### config.mk
export PLATFORM = sky130hd
export DESIGN_NAME = intc_dual_bank
export DESIGN_NICKNAME = d
export VERILOG_FILES = /design/src/rtl/intc_bank_pkg.sv /design/src/rtl/intc_addr_decode.sv /design/src/rtl/intc_reg_slice.sv /design/src/rtl/intc_dual_bank.sv
export SDC_FILE = /design/constraint.sdc
export NUM_CORES = 1
export LEC_CHECK = 0
export ABC_AREA = 1
export BUFFER_PORTS_ARGS = -buffer_cell sky130_fd_sc_hd__buf_2
export CORE_MARGIN = 2
export CORE_UTILIZATION = 46
export CTS_CLUSTER_SIZE = 20
export DETAILED_ROUTE_END_ITERATION = 10
export GPL_ROUTABILITY_DRIVEN = 0
export PLACE_DENSITY = 0.72
export SYNTH_ARGS = -nofsm -noshare
export SYNTH_HDL_FRONTEND = slang
export SYNTH_SLANG_ARGS = --single-unit
### constraint.sdc
create_clock -name clk -period 1.75 [get_ports clk]
set_clock_uncertainty 0.05 [all_clocks]
set_input_delay 0.0875 -clock clk [delete_from_list [all_inputs] [get_ports clk]]
set_output_delay 0.0875 -clock clk [all_outputs]
set_load 0.005 [all_outputs]
### src/rtl/intc_bank_pkg.sv
// Package: shared types and constants for the dual-address register bank.
// Assumes bus addresses are at least MATCH_W bits wide.
package intc_bank_pkg;

    // number of low address bits used in decoding
    localparam int MATCH_W = 29;

    // how a selected register combines old value and write data
    typedef enum logic [1:0] {
        WM_DIRECT = 2'd0,
        WM_OR     = 2'd1,
        WM_ANDN   = 2'd2
    } wmode_e;

endpackage

### src/rtl/intc_addr_decode.sv
// Module: address decoder for the register bank.
// Compares the low MATCH_W address bits with each register's set and clear
// addresses; an address of zero in those bits means "absent". The lowest
// register index wins, so mask registers (placed first) beat priority ones.
// Assumes ADDR_W >= MATCH_W.
module intc_addr_decode
    import intc_bank_pkg::*;
#(
    parameter int ADDR_W = 32,
    parameter int N_REGS = 4,
    parameter logic [N_REGS-1:0][ADDR_W-1:0] SET_ADDRS = '0,
    parameter logic [N_REGS-1:0][ADDR_W-1:0] CLR_ADDRS = '0
) (
    input  logic              clk,
    input  logic              rst_n,
    input  logic [ADDR_W-1:0] addr,
    output logic [N_REGS-1:0] sel,
    output wmode_e            mode
);

    logic [N_REGS-1:0] hit_set;
    logic [N_REGS-1:0] hit_clr;
    logic [N_REGS-1:0] is_dual;

    // per-register address compare on the low bits
    for (genvar r = 0; r < N_REGS; r++) begin : g_cmp
        localparam logic [MATCH_W-1:0] SA = SET_ADDRS[r][MATCH_W-1:0];
        localparam logic [MATCH_W-1:0] CA = CLR_ADDRS[r][MATCH_W-1:0];
        assign hit_set[r] = (SA != '0) && (addr[MATCH_W-1:0] == SA);
        assign hit_clr[r] = (CA != '0) && (addr[MATCH_W-1:0] == CA);
        assign is_dual[r] = (SA != '0) && (CA != '0);
    end

    // first-match selection and write-mode choice
    always_comb begin
        logic found;
        found = 1'b0;
        sel   = '0;
        mode  = WM_DIRECT;
        for (int r = 0; r < N_REGS; r++) begin
            if (!found && (hit_set[r] || hit_clr[r])) begin
                found  = 1'b1;
                sel[r] = 1'b1;
                if (is_dual[r]) mode = hit_set[r] ? WM_OR : WM_ANDN;
                else            mode = WM_DIRECT;
            end
        end
    end


    sel_onehot_chk: assert property (@(posedge clk) disable iff (!rst_n)
        $onehot0(sel));

endmodule

### src/rtl/intc_reg_slice.sv
// Module: one register of the bank with its slot change detector.
// Stores the value, computes the next value from the write mode and raises
// one registered pulse per slot whose bits changed. Slot k lives at bit
// offset (SLOTS-1-k)*SLOT_W. Assumes REG_W is a multiple of SLOT_W.
module intc_reg_slice
    import intc_bank_pkg::*;
#(
    parameter int REG_W  = 8,
    parameter int SLOT_W = 1,
    localparam int SLOTS = REG_W / SLOT_W
) (
    input  logic             clk,
    input  logic             rst_n,
    input  logic             wr,
    input  wmode_e           mode,
    input  logic [REG_W-1:0] wdata,
    output logic [REG_W-1:0] value,
    output logic [SLOTS-1:0] en_pulse,
    output logic [SLOTS-1:0] dis_pulse
);

    logic [REG_W-1:0] nxt;
    logic [SLOTS-1:0] en_c;
    logic [SLOTS-1:0] dis_c;

    // next value from the access mode
    always_comb begin
        case (mode)
            WM_OR:   nxt = value | wdata;
            WM_ANDN: nxt = value & ~wdata;
            default: nxt = wdata;
        endcase
    end

    // per-slot change detection, slot 0 at the top of the register
    for (genvar k = 0; k < SLOTS; k++) begin : g_slot
        localparam int LSB = (SLOTS - 1 - k) * SLOT_W;
        logic changed;
        assign changed  = value[LSB +: SLOT_W] != nxt[LSB +: SLOT_W];
        assign en_c[k]  = changed && (nxt[LSB +: SLOT_W] != '0);
        assign dis_c[k] = changed && (nxt[LSB +: SLOT_W] == '0);
    end

    // value storage and one-cycle event pulses
    always_ff @(posedge clk) begin
        if (!rst_n) begin
            value     <= '0;
            en_pulse  <= '0;
            dis_pulse <= '0;
        end else begin
            en_pulse  <= '0;
            dis_pulse <= '0;
            if (wr) begin
                value     <= nxt;
                en_pulse  <= en_c;
                dis_pulse <= dis_c;
            end
        end
    end


    hold_unwritten_chk: assert property (@(posedge clk) disable iff (!rst_n)
        !$past(wr) |-> $stable(value));


    no_dual_pulse_chk: assert property (@(posedge clk) disable iff (!rst_n)
        (en_pulse & dis_pulse) == '0);


    pulse_after_write_chk: assert property (@(posedge clk) disable iff (!rst_n)
        ((en_pulse | dis_pulse) != '0) |-> $past(wr));


    set_keeps_bits_chk: assert property (@(posedge clk) disable iff (!rst_n)
        ($past(wr) && $past(mode) == WM_OR) |-> ((value & $past(value)) == $past(value)));

endmodule

### src/rtl/intc_dual_bank.sv
// Module: top of the dual-address interrupt enable register bank.
// N_MASK mask registers (1-bit slots) followed by N_PRIO priority registers
// (FIELD_W-bit slots). Each has a set and a clear address; zero means the
// address is absent. Reads are combinational; writes and pulses register.
module intc_dual_bank
    import intc_bank_pkg::*;
#(
    parameter int ADDR_W  = 32,
    parameter int REG_W   = 8,
    parameter int FIELD_W = 4,
    parameter int N_MASK  = 2,
    parameter int N_PRIO  = 2,
    parameter logic [N_MASK-1:0][ADDR_W-1:0] MASK_SET = {32'h0000_0000, 32'h0000_0040},
    parameter logic [N_MASK-1:0][ADDR_W-1:0] MASK_CLR = {32'h0000_0048, 32'h0000_0044},
    parameter logic [N_PRIO-1:0][ADDR_W-1:0] PRIO_SET = {32'h0000_0058, 32'h0000_0050},
    parameter logic [N_PRIO-1:0][ADDR_W-1:0] PRIO_CLR = {32'h0000_0000, 32'h0000_0048},
    localparam int P_SLOTS  = REG_W / FIELD_W,
    localparam int MASK_EVT = N_MASK * REG_W,
    localparam int N_EVT    = MASK_EVT + N_PRIO * P_SLOTS,
    localparam int N_REGS   = N_MASK + N_PRIO
) (
    input  logic              clk,
    input  logic              rst_n,
    input  logic [ADDR_W-1:0] addr,
    input  logic [REG_W-1:0]  wdata,
    input  logic              we,
    output logic [REG_W-1:0]  rdata,
    output logic [N_EVT-1:0]  evt_en,
    output logic [N_EVT-1:0]  evt_dis,
    output logic              err
);

    localparam logic [N_REGS-1:0][ADDR_W-1:0] ALL_SET = {PRIO_SET, MASK_SET};
    localparam logic [N_REGS-1:0][ADDR_W-1:0] ALL_CLR = {PRIO_CLR, MASK_CLR};

    logic [N_REGS-1:0]            sel;
    wmode_e                       mode;
    logic [N_REGS-1:0][REG_W-1:0] vals;

    intc_addr_decode #(
        .ADDR_W(ADDR_W), .N_REGS(N_REGS),
        .SET_ADDRS(ALL_SET), .CLR_ADDRS(ALL_CLR)
    ) u_dec (
        .clk(clk), .rst_n(rst_n), .addr(addr), .sel(sel), .mode(mode)
    );

    // mask registers: one slot per bit
    for (genvar i = 0; i < N_MASK; i++) begin : g_mask
        intc_reg_slice #(.REG_W(REG_W), .SLOT_W(1)) u_reg (
            .clk(clk), .rst_n(rst_n), .wr(we && sel[i]), .mode(mode),
            .wdata(wdata), .value(vals[i]),
            .en_pulse(evt_en[i*REG_W +: REG_W]),
            .dis_pulse(evt_dis[i*REG_W +: REG_W])
        );
    end

    // priority registers: one slot per field
    for (genvar j = 0; j < N_PRIO; j++) begin : g_prio
        intc_reg_slice #(.REG_W(REG_W), .SLOT_W(FIELD_W)) u_reg (
            .clk(clk), .rst_n(rst_n), .wr(we && sel[N_MASK+j]), .mode(mode),
            .wdata(wdata), .value(vals[N_MASK+j]),
            .en_pulse(evt_en[MASK_EVT + j*P_SLOTS +: P_SLOTS]),
            .dis_pulse(evt_dis[MASK_EVT + j*P_SLOTS +: P_SLOTS])
        );
    end

    // read mux: zero when nothing is selected
    always_comb begin
        rdata = '0;
        for (int r = 0; r < N_REGS; r++)
            if (sel[r]) rdata = rdata | vals[r];
    end

    // error pulse for a write that hits no register
    always_ff @(posedge clk) begin
        if (!rst_n) err <= 1'b0;
        else        err <= we && (sel == '0);
    end


    err_quiet_chk: assert property (@(posedge clk) disable iff (!rst_n)
        err |-> ((evt_en | evt_dis) == '0) && $past(we));

endmodule

==> results.toml <==
[clocking]
clk-insertion-delay-late_ns = 0.37
clock-root-buffer = "sky130_fd_sc_hd__clkbuf_8"
h-tree-depth = 3
tritoncts.num_buffers = 9
cts.clk_slew.worst_paths_ns = 0.09
clkSinkCount = 73
postCtsHoldBufs = 0
cts-root-to-sink-buffers = 2
cts_tree = "built"

[drt]
final_routed_drc_violation_total = 0
detail_route.wirelength_um = 11100
first_iter_violations = 316
wl_per_cell_um = 13.6
drt_antenna_net_count = 0
detail_route.first_pass.iterations = 5
detailroute.via_count = 4256
average_vias_per_placed_instance = 5.19

[synthesis]
seq_area_frac_synth = 0.386
synth_compound_area_frac = 0.148
distinct_cells_synth = 32
post_synth_fa_ha_maj_area_fraction = 0
yosysWarningCount = 0
synth-simple-area-share = 0.376
synth-seq-cells = 73
syn_inst = 565
muxShareOfSynthArea = 0
share_of_the_synthesized_netlist_area_taken_by_xor_and_xnor_gates = 0
synth.cell_area_um2 = 3780
largest_family_of_logic_cells_by_synthesized_area = "simple AND/OR/NAND/NOR gates"
post_synth.cell_area_avg_um2 = 6.70

[final_layout]
final_net_count = 753
flow.area_growth_from_synthesis_pct = 35.0
layout-drive-gt1-share = 0.341
flip_flop_and_latch_area_um2 = 1460
area_of_the_multi_input_gates_um2 = 2130
finish.cell_count_without_fillers = 820
antenna-diode-count = 0
fillers = 744
final_area_um2 = 5110
layout.core_utilization = 0.631

[grt]
grt_antenna_before_repair = 0
globalRoute.totalOverflow = 0
grt_util_overall = 0.244
first_global_vias = 3772
grt_pass1_wl_um = 17100
pin_count_of_the_biggest_net_entering_global_routing = 19

[timing]
timing_worst_slew_pin_value_ns = 0.506
slew_violations = 0
final_min_period_over_clock_period = 0.996
timing.final.crit_period_ns = 1.74
max_slew_margin = 0.662
final-setup-viol-count = 0
fmax_mhz = 574
final-hold-violation-count = 0
finalHoldWorstSlack_ns = 0.0976
rsz_0062_raised_after_global_routing = "true"

[setup_path]
timing.critical_path.from_type = "input port"
worst-endpoint-arrival_ns = 1.61
timing.critical_path.to_type = "primary output"
crit_fanout = 7
critical_setup_path_class = "input port to primary output"
worst-endpoint-required_ns = 1.61

[die]
die_height_um = 94.7
core_um2 = 8090
core.rowCount = 33
total_die_area_um2 = 8970
io_pins = 92
initial_cell_density_of_the_core = 0.468
chipWidth_um = 94.7

[placement]
dp_hpwl_um = 8180
numPlacedInstances = 794
buffer_ports.inserted = 88
placed_cell_area_um2 = 4680

[pwr]
vdd.ir_drop.worst_mv = 0.317
power.density_cell_area_nw_per_um2 = 631
power.leakage_nw = 2.57

[status]
outcome = "finished, final reports clean"

[job]
max-cap-violations = 0

[hold_path]
hold_path_class = "input port to flop"
-- logic make-up after synthesis --
kind of cell,after synthesis
AO/OA/AOI/OAI,94
buffers and inverters,83
flip-flops,73
other,1
AND/OR/NAND/NOR,314
-- worst paths after layout --
check | start | to | slack, ns | depth (start not counted)
setup / recovery | addr[22] | rdata[2] | 0.007 | 11
hold / removal | rst_n | g_mask[0].u_reg.value[5] | 0.1 | 4
setup reg to reg | g_prio[1].u_reg.value[2] | g_prio[1].u_reg.en_pulse[1] | 0.42 | 8
hold reg to reg | g_mask[1].u_reg.value[3] | g_mask[1].u_reg.en_pulse[4] | 0.37 | 1
-- worst max-delay path, stage by stage --
cell and delay [ns]:
sky130_fd_sc_hd__buf_2 0.10, sky130_fd_sc_hd__nor2_2 0.11, sky130_fd_sc_hd__nand2_2 0.08, sky130_fd_sc_hd__nor2_2 0.11
sky130_fd_sc_hd__nand2_2 0.11, sky130_fd_sc_hd__nor3_4 0.28, sky130_fd_sc_hd__buf_6 0.16, sky130_fd_sc_hd__nand2_8 0.07
sky130_fd_sc_hd__buf_6 0.14, sky130_fd_sc_hd__o2111ai_4 0.20, sky130_fd_sc_hd__buf_2 0.15
-- routing by layer --
layer  wire (um)  global-route usage
met4         196              0.0966
met2        5330               0.400
met3         853              0.0463
met1        4760               0.317
met5           0                   0
-- power breakdown --
group	internal, mW	leakage, nW	switching [mW]
clock network	0.539	0.0884	0.734
logic	0.110	1.90	0.178
registers	1.66	0.589	0.000735
total	2.31	2.57	0.913
-- Yosys cell counts (all sizes together) --
| cell type | instances | area share |
|---|---|---|
| nand2 | 153 | 0.17 |
| nor2 | 89 | 0.11 |
| dfxtp | 73 | 0.39 |
| inv | 70 | 0.070 |
| nand3 | 50 | 0.069 |
| o21ai | 49 | 0.077 |
| a21oi | 38 | 0.053 |
| nor3 | 14 | 0.020 |
| buf | 7 | 0.013 |
| nor4 | 6 | 0.0099 |
| clkbuf | 5 | 0.0050 |
| o2111ai | 4 | 0.0093 |
| a22oi | 1 | 0.0033 |
| clkinv | 1 | 0.00099 |
| conb | 1 | 0.00099 |
| nand4 | 1 | 0.0017 |
| o22ai | 1 | 0.0033 |
| o31ai | 1 | 0.0020 |
| or2 | 1 | 0.0017 |
-- timing repair --
item	4_1_cts	5_1_grt
pin swaps	0	18
endpoints found under the hold margin	0	0
gates cloned	0	1
buffers inserted	0	9
endpoints found under the setup margin	1	8
gates resized for setup	2	40
-- placed cells by master (no fill, tap or decap), drive strengths merged, types with 3 or more instances in the layout --
| cell type | instances |
|---|---|
| nand3 | 50 |
| dfxtp | 73 |
| inv | 73 |
| nor2 | 89 |
| a21oi | 38 |
| o2111ai | 4 |
| o21ai | 49 |
| nor4 | 6 |
| buf | 144 |
| nor3 | 14 |
| nand2 | 154 |
| clkinv | 3 |
| clkbuf | 9 |
-- area by class of cell --
| class | instances | area share |
|---|---|---|
| Clock buffer | 9 | 0.0243 |
| Clock inverter | 7 | 0.0120 |
| Inverter | 71 | 0.0527 |
| Multi-Input combinational cell | 411 | 0.417 |
| Sequential cell | 73 | 0.286 |
| Tap cell | 105 | 0.0257 |
| Timing Repair Buffer | 144 | 0.182 |
-- state kept, by name, indices dropped and copies added (netlist names) --
name,count
g_prio.u_reg.value,16
g_mask.u_reg.value,16
err,1
g_prio.u_reg.dis_pulse,4
g_prio.u_reg.en_pulse,4
g_mask.u_reg.en_pulse,16
g_mask.u_reg.dis_pulse,16
-- metrics by stage --
step	TNS [ns]	total power [mW]	worst slack [ns]
2_1_floorplan	0	1.85	0.290
3_3_place_gp	-0.0756	1.96	-0.0231
3_5_place_dp	-0.406	1.97	-0.0542
4_1_cts	0	3.21	0.00526
5_1_grt	-0.392	3.33	-0.0705
6_report	0	3.22	0.00743
(Power assumes the default switching activity.)
